<file path="src/rtl/dma2d_pkg.sv">
package dma2d_pkg;

  typedef enum logic [2:0] {
    SEL_BASE  = 3'd0,
    SEL_ICNT  = 3'd1,
    SEL_ISTEP = 3'd2,
    SEL_OCNT  = 3'd3,
    SEL_OSTEP = 3'd4,
    SEL_MODE  = 3'd5
  } reg_sel_e;

  typedef struct packed {
    logic [1:0] esize;    // 0:1B 1:2B 2,3:4B
    logic       buf_irq;
    logic       row_irq;
    logic       circ;
    logic       two_d;
  } mode_t;

  function automatic logic [1:0] size_shift(input logic [1:0] esize);
    case (esize)
      2'd0:    size_shift = 2'd0;
      2'd1:    size_shift = 2'd1;
      default: size_shift = 2'd2;
    endcase
  endfunction

endpackage

</file>
<file path="src/rtl/dma2d_regs.sv">
module dma2d_regs
  import dma2d_pkg::*;
#(
  parameter int AW = 32,
  parameter int CW = 16,
  parameter int SW = 16
) (
  input  logic          clk,
  input  logic          rst_n,
  input  logic          reg_we,
  input  logic [2:0]    reg_sel,
  input  logic [AW-1:0] reg_wdata,
  input  logic          dsc_take,
  input  logic [AW-1:0] dsc_base,
  input  logic [CW-1:0] dsc_icnt,
  input  logic [SW-1:0] dsc_istep,
  input  logic [CW-1:0] dsc_ocnt,
  input  logic [SW-1:0] dsc_ostep,
  input  mode_t         dsc_mode,
  output logic [AW-1:0] base_o,
  output logic [CW-1:0] icnt_o,
  output logic [SW-1:0] istep_o,
  output logic [CW-1:0] ocnt_o,
  output logic [SW-1:0] ostep_o,
  output mode_t         mode_o
);

  logic [AW-1:0] base_q,  base_d;
  logic [CW-1:0] icnt_q,  icnt_d;
  logic [SW-1:0] istep_q, istep_d;
  logic [CW-1:0] ocnt_q,  ocnt_d;
  logic [SW-1:0] ostep_q, ostep_d;
  mode_t         mode_q,  mode_d;
  logic          wr_en;

  assign wr_en = dsc_take | reg_we;

  always_comb begin
    base_d  = base_q;
    icnt_d  = icnt_q;
    istep_d = istep_q;
    ocnt_d  = ocnt_q;
    ostep_d = ostep_q;
    mode_d  = mode_q;
    if (dsc_take) begin
      base_d  = dsc_base;
      icnt_d  = dsc_icnt;
      istep_d = dsc_istep;
      ocnt_d  = dsc_ocnt;
      ostep_d = dsc_ostep;
      mode_d  = dsc_mode;
    end else if (reg_we) begin
      case (reg_sel)
        SEL_BASE:  base_d  = reg_wdata;
        SEL_ICNT:  icnt_d  = reg_wdata[CW-1:0];
        SEL_ISTEP: istep_d = reg_wdata[SW-1:0];
        SEL_OCNT:  ocnt_d  = reg_wdata[CW-1:0];
        SEL_OSTEP: ostep_d = reg_wdata[SW-1:0];
        SEL_MODE:  mode_d  = mode_t'(reg_wdata[5:0]);
        default: ;
      endcase
    end
  end

  always_ff @(posedge clk or negedge rst_n) begin
    if (!rst_n) begin
      base_q  <= '0;
      icnt_q  <= '0;
      istep_q <= '0;
      ocnt_q  <= '0;
      ostep_q <= '0;
      mode_q  <= '0;
    end else if (wr_en) begin
      base_q  <= base_d;
      icnt_q  <= icnt_d;
      istep_q <= istep_d;
      ocnt_q  <= ocnt_d;
      ostep_q <= ostep_d;
      mode_q  <= mode_d;
    end
  end

  assign base_o  = base_q;
  assign icnt_o  = icnt_q;
  assign istep_o = istep_q;
  assign ocnt_o  = ocnt_q;
  assign ostep_o = ostep_q;
  assign mode_o  = mode_q;

  p_desc_fills_shadow_r13: assert property (@(posedge clk) disable iff (!rst_n)
    dsc_take |=> (base_q == $past(dsc_base)) && (icnt_q == $past(dsc_icnt)));

endmodule

</file>
<file path="src/rtl/dma2d_walk.sv">
module dma2d_walk
  import dma2d_pkg::*;
#(
  parameter int CW = 16
) (
  input  logic          clk,
  input  logic          rst_n,
  input  logic          launch,
  input  logic          adv,
  input  logic [CW-1:0] icnt_i,
  input  logic [CW-1:0] ocnt_i,
  input  mode_t         mode_i,
  output logic          busy_o,
  output logic          take_o,
  output logic          outer_o,
  output logic          wrap_o,
  output logic          irq_row_o,
  output logic          irq_buf_o,
  output logic          done_o
);

  // remaining counts are stored minus one, so a field of 0 wraps to the maximum
  logic          busy_q, busy_d;
  logic [CW-1:0] irem_q, irem_d;
  logic [CW-1:0] orem_q, orem_d;
  logic [CW-1:0] irel_q, irel_d;
  logic [CW-1:0] orel_q, orel_d;
  mode_t         mode_q, mode_d;
  logic          st_en;
  logic          hs, last_col, last_row, row_end, buf_end;

  assign hs       = busy_q & adv;
  assign last_col = (irem_q == '0);
  assign last_row = (orem_q == '0);
  assign row_end  = hs & last_col;
  assign buf_end  = row_end & last_row;
  assign st_en    = launch | hs;

  always_comb begin
    busy_d = busy_q;
    irem_d = irem_q;
    orem_d = orem_q;
    irel_d = irel_q;
    orel_d = orel_q;
    mode_d = mode_q;
    if (launch) begin
      busy_d = 1'b1;
      irel_d = icnt_i - 1'b1;
      orel_d = mode_i.two_d ? (ocnt_i - 1'b1) : '0;
      irem_d = icnt_i - 1'b1;
      orem_d = mode_i.two_d ? (ocnt_i - 1'b1) : '0;
      mode_d = mode_i;
    end else if (hs) begin
      if (!last_col) begin
        irem_d = irem_q - 1'b1;
      end else if (!last_row) begin
        irem_d = irel_q;
        orem_d = orem_q - 1'b1;
      end else if (mode_q.circ) begin
        irem_d = irel_q;
        orem_d = orel_q;
      end else begin
        busy_d = 1'b0;
      end
    end
  end

  always_ff @(posedge clk or negedge rst_n) begin
    if (!rst_n) begin
      busy_q <= 1'b0;
      irem_q <= '0;
      orem_q <= '0;
      irel_q <= '0;
      orel_q <= '0;
      mode_q <= '0;
    end else if (st_en) begin
      busy_q <= busy_d;
      irem_q <= irem_d;
      orem_q <= orem_d;
      irel_q <= irel_d;
      orel_q <= orel_d;
      mode_q <= mode_d;
    end
  end

  assign busy_o    = busy_q;
  assign take_o    = hs;
  assign outer_o   = row_end & ~last_row;
  assign wrap_o    = buf_end & mode_q.circ;
  assign irq_row_o = row_end & mode_q.row_irq;
  assign irq_buf_o = buf_end & mode_q.buf_irq;
  assign done_o    = buf_end & ~mode_q.circ;

  p_done_ends_busy_r7: assert property (@(posedge clk) disable iff (!rst_n)
    done_o |=> !busy_o);

  p_circ_keeps_busy_r8: assert property (@(posedge clk) disable iff (!rst_n)
    wrap_o |=> busy_o && (irem_q == irel_q) && (orem_q == orel_q));

  p_stall_holds_count_r12: assert property (@(posedge clk) disable iff (!rst_n)
    (busy_o && !adv) |=> $stable(irem_q) && $stable(orem_q) && busy_o);

  p_row_flag_one_cycle_r9: assert property (@(posedge clk) disable iff (!rst_n)
    (irq_row_o && !buf_end) |=> !irq_row_o || (irel_q == '0));

endmodule

</file>
<file path="src/rtl/dma2d_addr.sv">
module dma2d_addr
  import dma2d_pkg::*;
#(
  parameter int AW = 32,
  parameter int SW = 16
) (
  input  logic          clk,
  input  logic          rst_n,
  input  logic          launch,
  input  logic          busy,
  input  logic          take,
  input  logic          outer,
  input  logic          wrap,
  input  logic [AW-1:0] base_i,
  input  logic [SW-1:0] istep_i,
  input  logic [SW-1:0] ostep_i,
  input  logic [1:0]    esize_i,
  output logic [AW-1:0] addr_o
);

  localparam int XW = AW - SW;

  logic [AW-1:0] addr_q, addr_d;
  logic [AW-1:0] base_q, base_d;
  logic [AW-1:0] istp_q, istp_d;
  logic [AW-1:0] ostp_q, ostp_d;
  logic [1:0]    sh;
  logic          en;

  assign sh = size_shift(esize_i);
  assign en = launch | take;

  always_comb begin
    addr_d = addr_q;
    base_d = base_q;
    istp_d = istp_q;
    ostp_d = ostp_q;
    if (launch) begin
      addr_d = base_i;
      base_d = base_i;
      istp_d = {{XW{istep_i[SW-1]}}, istep_i} << sh;
      ostp_d = {{XW{ostep_i[SW-1]}}, ostep_i} << sh;
    end else if (take) begin
      if (wrap)       addr_d = base_q;
      else if (outer) addr_d = addr_q + ostp_q;
      else            addr_d = addr_q + istp_q;
    end
  end

  always_ff @(posedge clk or negedge rst_n) begin
    if (!rst_n) begin
      addr_q <= '0;
      base_q <= '0;
      istp_q <= '0;
      ostp_q <= '0;
    end else if (en) begin
      addr_q <= addr_d;
      base_q <= base_d;
      istp_q <= istp_d;
      ostp_q <= ostp_d;
    end
  end

  assign addr_o = addr_q;

  p_launch_at_base_r2: assert property (@(posedge clk) disable iff (!rst_n)
    launch |=> addr_o == $past(base_i));

  p_wrap_to_base_r8: assert property (@(posedge clk) disable iff (!rst_n)
    (take && wrap) |=> addr_o == base_q);

  p_hold_addr_r12: assert property (@(posedge clk) disable iff (!rst_n)
    (busy && !take && !launch) |=> $stable(addr_o));

endmodule

</file>
<file path="src/rtl/dma2d_agen.sv">
module dma2d_agen
  import dma2d_pkg::*;
#(
  parameter int AW = 32,
  parameter int CW = 16,
  parameter int SW = 16
) (
  input  logic          clk,
  input  logic          rst_n,
  input  logic          reg_we,
  input  logic [2:0]    reg_sel,
  input  logic [AW-1:0] reg_wdata,
  input  logic          start,
  input  logic          dsc_load,
  input  logic [AW-1:0] dsc_base,
  input  logic [CW-1:0] dsc_icnt,
  input  logic [SW-1:0] dsc_istep,
  input  logic [CW-1:0] dsc_ocnt,
  input  logic [SW-1:0] dsc_ostep,
  input  logic [5:0]    dsc_mode,
  input  logic          adv,
  output logic [AW-1:0] addr_o,
  output logic          busy_o,
  output logic          irq_row_o,
  output logic          irq_buf_o,
  output logic          done_o
);

  logic [AW-1:0] sh_base, src_base;
  logic [CW-1:0] sh_icnt, sh_ocnt, src_icnt, src_ocnt;
  logic [SW-1:0] sh_istep, sh_ostep, src_istep, src_ostep;
  mode_t         sh_mode, src_mode;
  logic          busy, launch, dsc_take;
  logic          take, outer, wrap;

  assign launch   = ~busy & (start | dsc_load);
  assign dsc_take = ~busy & dsc_load;

  // a descriptor launches from its own fields, not yet visible in the shadow set
  always_comb begin
    if (dsc_load) begin
      src_base  = dsc_base;
      src_icnt  = dsc_icnt;
      src_istep = dsc_istep;
      src_ocnt  = dsc_ocnt;
      src_ostep = dsc_ostep;
      src_mode  = mode_t'(dsc_mode);
    end else begin
      src_base  = sh_base;
      src_icnt  = sh_icnt;
      src_istep = sh_istep;
      src_ocnt  = sh_ocnt;
      src_ostep = sh_ostep;
      src_mode  = sh_mode;
    end
  end

  dma2d_regs #(.AW(AW), .CW(CW), .SW(SW)) u_regs (
    .clk       (clk),
    .rst_n     (rst_n),
    .reg_we    (reg_we),
    .reg_sel   (reg_sel),
    .reg_wdata (reg_wdata),
    .dsc_take  (dsc_take),
    .dsc_base  (dsc_base),
    .dsc_icnt  (dsc_icnt),
    .dsc_istep (dsc_istep),
    .dsc_ocnt  (dsc_ocnt),
    .dsc_ostep (dsc_ostep),
    .dsc_mode  (mode_t'(dsc_mode)),
    .base_o    (sh_base),
    .icnt_o    (sh_icnt),
    .istep_o   (sh_istep),
    .ocnt_o    (sh_ocnt),
    .ostep_o   (sh_ostep),
    .mode_o    (sh_mode)
  );

  dma2d_walk #(.CW(CW)) u_walk (
    .clk       (clk),
    .rst_n     (rst_n),
    .launch    (launch),
    .adv       (adv),
    .icnt_i    (src_icnt),
    .ocnt_i    (src_ocnt),
    .mode_i    (src_mode),
    .busy_o    (busy),
    .take_o    (take),
    .outer_o   (outer),
    .wrap_o    (wrap),
    .irq_row_o (irq_row_o),
    .irq_buf_o (irq_buf_o),
    .done_o    (done_o)
  );

  dma2d_addr #(.AW(AW), .SW(SW)) u_addr (
    .clk     (clk),
    .rst_n   (rst_n),
    .launch  (launch),
    .busy    (busy),
    .take    (take),
    .outer   (outer),
    .wrap    (wrap),
    .base_i  (src_base),
    .istep_i (src_istep),
    .ostep_i (src_ostep),
    .esize_i (src_mode.esize),
    .addr_o  (addr_o)
  );

  assign busy_o = busy;

  p_relaunch_ignored_r11: assert property (@(posedge clk) disable iff (!rst_n)
    (busy_o && (start || dsc_load) && !adv) |=> busy_o && $stable(addr_o));

  p_idle_no_flags_r1: assert property (@(posedge clk) disable iff (!rst_n)
    !busy_o |-> !irq_row_o && !irq_buf_o && !done_o);

endmodule

</file>
<file path="config.mk">
export PLATFORM = sky130hd
export DESIGN_NAME = dma2d_agen
export DESIGN_NICKNAME = d
export VERILOG_FILES = /design/src/rtl/dma2d_pkg.sv /design/src/rtl/dma2d_regs.sv /design/src/rtl/dma2d_walk.sv /design/src/rtl/dma2d_addr.sv /design/src/rtl/dma2d_agen.sv
export SDC_FILE = /design/constraint.sdc
export NUM_CORES = 1
export LEC_CHECK = 0
export BUFFER_PORTS_ARGS = -buffer_cell sky130_fd_sc_hd__buf_2
export CAP_MARGIN = 0
export CORE_ASPECT_RATIO = 0.5
export CORE_MARGIN = 2
export CORE_UTILIZATION = 40
export CTS_BUF_LIST = sky130_fd_sc_hd__clkbuf_4 sky130_fd_sc_hd__clkbuf_8 sky130_fd_sc_hd__clkbuf_16
export DETAILED_ROUTE_END_ITERATION = 10
export PLACE_DENSITY = 0.63
export SLEW_MARGIN = 5
export SYNTH_ARGS = -nofsm -noshare
export SYNTH_HDL_FRONTEND = slang
export SYNTH_SLANG_ARGS = --single-unit
</file>
<file path="constraint.sdc">
create_clock -name clk -period 9.7 [get_ports clk]
set_input_delay 1.455 -clock clk [delete_from_list [all_inputs] [get_ports clk]]
set_output_delay 1.455 -clock clk [all_outputs]
set_load 0.005 [all_outputs]
</file>
==> flow_metrics.tcl <==
set metrics [dict create \
    crit_buf_inv 1 \
    drive_above_1_share_pct 14.8 \
    synth_most_common_cell "dfrtp_1" \
    drc 0 \
    numCtsBuffers 27 \
    antenna_left 0 \
    cts_hold_buffers 0 \
    cp-start-kind "flop" \
    yosysSeqAreaShare_pct 40.7 \
    finClkSkew_ps 29.1 \
    avgSynthCellArea_um2 8.96 \
    netlist_top_cells_area "dfrtp_1 (41%), mux2i_1 (14%), o21ai_0 (6.6%), nand2_1 (5.7%), a21oi_1 (4.2%)" \
    die_area_mm2 0.0435 \
    cts_sinks 272 \
    cts-root-buf "clkbuf_16" \
    slew_headroom_pct 29.9 \
    fp-row-count 52 \
    timing.fmax_ghz 0.170 \
    cts_tree "built" \
    crit_top_cell "a221oi_1" \
    hold_class "reg -> reg" \
    worst_path_max_delay_cell "and4_1" \
    portBuffers 178 \
    hold_viol_final 0 \
    vias 14400 \
    synth_edf_count 0 \
    cp-end-kind "flop" \
    syn-instance-count 1865 \
    gp_congestion 0.905 \
    ys_top_cells_by_count "dfrtp_1 (272), nand2_1 (252), mux2i_1 (236)" \
    fillCellCount 3948 \
    r2r_cells 17 \
    yosys_warnings 0 \
    period_share_pct 60.8 \
    r2r_slack_ps 3800 \
    setup_violations 0 \
    grt_max_degree 107 \
    antenna_found_initial 1 \
    p_leak_uw 0.00868 \
    required_ps 10150 \
    fp.dieH_um 149 \
    grt_pass1_vias 13500 \
    whs_path_depth 2 \
    ir_worst_vdd_uv 135 \
    total_power_uw 3580 \
    rsz0062_at_grt "no" \
    ys.flop_type "dfrtp_1" \
    arrival_ps 6350 \
    grt_overflow_total 0 \
    rr_startpoint "u_walk.irem_q[11]$_DFFE_PN0P_" \
    async_flop_share_pct 100 \
    worstPathCellList "nor4_1 -> and4_1 -> nand2_2 -> nor2_4 -> mux2_2 -> ha_1 -> inv_1 -> fa_1 -> and2b_1 -> o2111ai_1 -> a21boi_0 -> a221oi_1 -> o21a_1 -> o41ai_1 -> a221oi_1 -> mux2i_1 -> nand3_1" \
    io_pins 179 \
    clk_pin_slew_ps 70 \
    yosysTopAreaCell "dfrtp_1" \
    cp_slowest_stage_delay_ps 730 \
    grt_pass1_wl_um 80300 \
    drtPass1Iterations 5 \
    p_per_area_mw_per_mm2 189 \
    via_per_inst 5.68 \
    die_w_um 293 \
    synth_top_area_share_pct 40.7 \
    initial_core_util_pct 41.0 \
    cp_top_family "simple AND/OR/NAND/NOR gates" \
    synth_cell_types 69 \
    crit_path_max_fanout 19 \
    setup_tns_ps 0 \
    r2r_end "u_addr.addr_o[24]$_DFFE_PN0P_" \
    grtUsageTotal_pct 23.7 \
    worstHoldStart "u_walk.orel_q[8]$_DFFE_PN0P_" \
    drv_slew 0 \
    nets 2161 \
    clock_path_buffers 3 \
    regArea_mm2 0.00681 \
    post_cts_buffers 0 \
    worstMarginPinSlew_ps 1050 \
    synth_seq_cells 272 \
    drv_cap 0 \
    area_delta_synth_final_pct 13.3 \
    dp_hpwl_um 37500 \
    min_to "u_walk.orel_q[8]$_DFFE_PN0P_" \
    core_mm2 0.0408 \
    multi_input_area_mm2 0.00943 \
    syn-cell-area_mm2 0.0167 \
    status "complete, no violations" \
    drt_iter0_drc 1189 \
    insertion_delay_ps 580 \
    routed_wl_um 52000 \
    h-tree-depth 1 \
    synth_nets 2048 \
    crit_type "reg -> reg" \
    finalCriticalPeriod_ps 5900 \
    post_cts_resized 0 \
    routedWlPerCell_um 20.5 \
]
## cell type report
| class | count | share of cell area [%] |
|---|---|---|
| multi-input combinational | 1458 | 49.8 |
| clock inverter | 7 | 0.264 |
| inverter | 19 | 0.377 |
| sequential | 272 | 35.9 |
| tap | 540 | 3.57 |
| antenna | 1 | 0.0132 |
| clock buffer | 41 | 4.39 |
| timing repair buffer | 200 | 5.66 |
## routing by layer
metal	part of all wire [%]	GRT usage, %
met5	0	0
met1	50	36.3
met4	2.2	5.82
met2	42	35.1
met3	5.6	3.33
## cells by family (layout without fill, tap and decap cells)
kind of cell	count (synthesis)	count (layout)	synth area share, %
AND/OR/NAND/NOR	553	553	14.7
XOR/XNOR	63	63	3.30
AO/OA/AOI/OAI	542	542	19.0
buffers and inverters	135	267	3.29
flip-flops	272	272	40.7
other	0	1	0
multiplexers	260	260	15.9
adder cells (fa/ha/maj)	40	40	3.04
## how the worst max path moves through the flow
stage	startpoint	end	depth (start not counted)
6_report	u_walk.irem_q[11]$_DFFE_PN0P_	u_addr.addr_o[24]$_DFFE_PN0P_	17
5_1_grt	u_walk.irem_q[0]$_DFFE_PN0P_	u_addr.addr_o[24]$_DFFE_PN0P_	19
4_1_cts	u_walk.irem_q[11]$_DFFE_PN0P_	u_addr.addr_o[24]$_DFFE_PN0P_	17
3_5_place_dp	adv	u_addr.addr_o[24]$_DFFE_PN0P_	18
3_3_place_gp	adv	u_addr.addr_o[24]$_DFFE_PN0P_	18
2_1_floorplan	dsc_load	u_walk.irem_q[10]$_DFFE_PN0P_	16
## stage by stage
stage	hold slack, ps	worst slack, ps	utilization (%)	instances	instance area, µm²
final	476	3800	46.4	2538	18900
after global routing	493	3380	46.4	2538	18900
after CTS	480	3880	46.4	2537	18900
after detailed placement	464	3670	44.3	2489	18100
after global placement	458	3770	44.3	2489	18100
after floorplan	441	4790	-	1865	16700
## state kept, by name, indices dropped and copies added, names as in the netlist, 19 cells and up
register       count
u_regs.base_o     32
u_addr.addr_o     32
u_addr.istp_q     19
u_addr.base_q     32
u_addr.ostp_q     19
## worst reg2reg max path, stage by stage (launching register included)
cell and delay [ps]:
dfrtp_1 420, nor4_1 520, and4_1 730, nand2_2 290, nor2_4 570, mux2_2 290, ha_1 180, inv_1 60
fa_1 380, and2b_1 240, o2111ai_1 180, a21boi_0 480, a221oi_1 180, o21a_1 270, o41ai_1 530, a221oi_1 190
mux2i_1 190, nand3_1 90
## layout by cell type, fill, tap and decap left out, types with 5 or more instances in the layout
cell / synthesis / routed
clkinv_2: 0 / 6
inv_1: 19 / 19
a211oi_1: 12 / 12
clkbuf_8: 0 / 8
mux2i_1: 236 / 234
a21o_1: 45 / 45
o211ai_1: 27 / 27
o21a_1: 15 / 15
a22o_1: 11 / 11
o31ai_1: 7 / 7
xnor2_1: 39 / 39
buf_2: 25 / 176
clkbuf_16: 0 / 27
mux2_2: 22 / 22
nand2_1: 252 / 252
nand2b_1: 6 / 6
or2_2: 5 / 5
o21bai_1: 9 / 9
or3_1: 6 / 6
nor2_1: 147 / 145
xor2_1: 24 / 24
o21ai_0: 222 / 222
nor3_1: 44 / 43
dfrtp_1: 272 / 272
nor4_1: 8 / 8
nand4_1: 6 / 6
a21oi_1: 140 / 140
ha_1: 39 / 39
clkbuf_4: 0 / 6
buf_4: 1 / 22
a31oi_1: 23 / 23
nand3_1: 28 / 28
and3_1: 6 / 6
nor3b_1: 13 / 12
## power breakdown
group	switching, µW	leakage [µW]	internal [µW]
clock network	478	0.000451	592
registers	181	0.00344	1320
logic	569	0.00479	444
total	1230	0.00868	2350
Power figures use the tool's default switching activity.
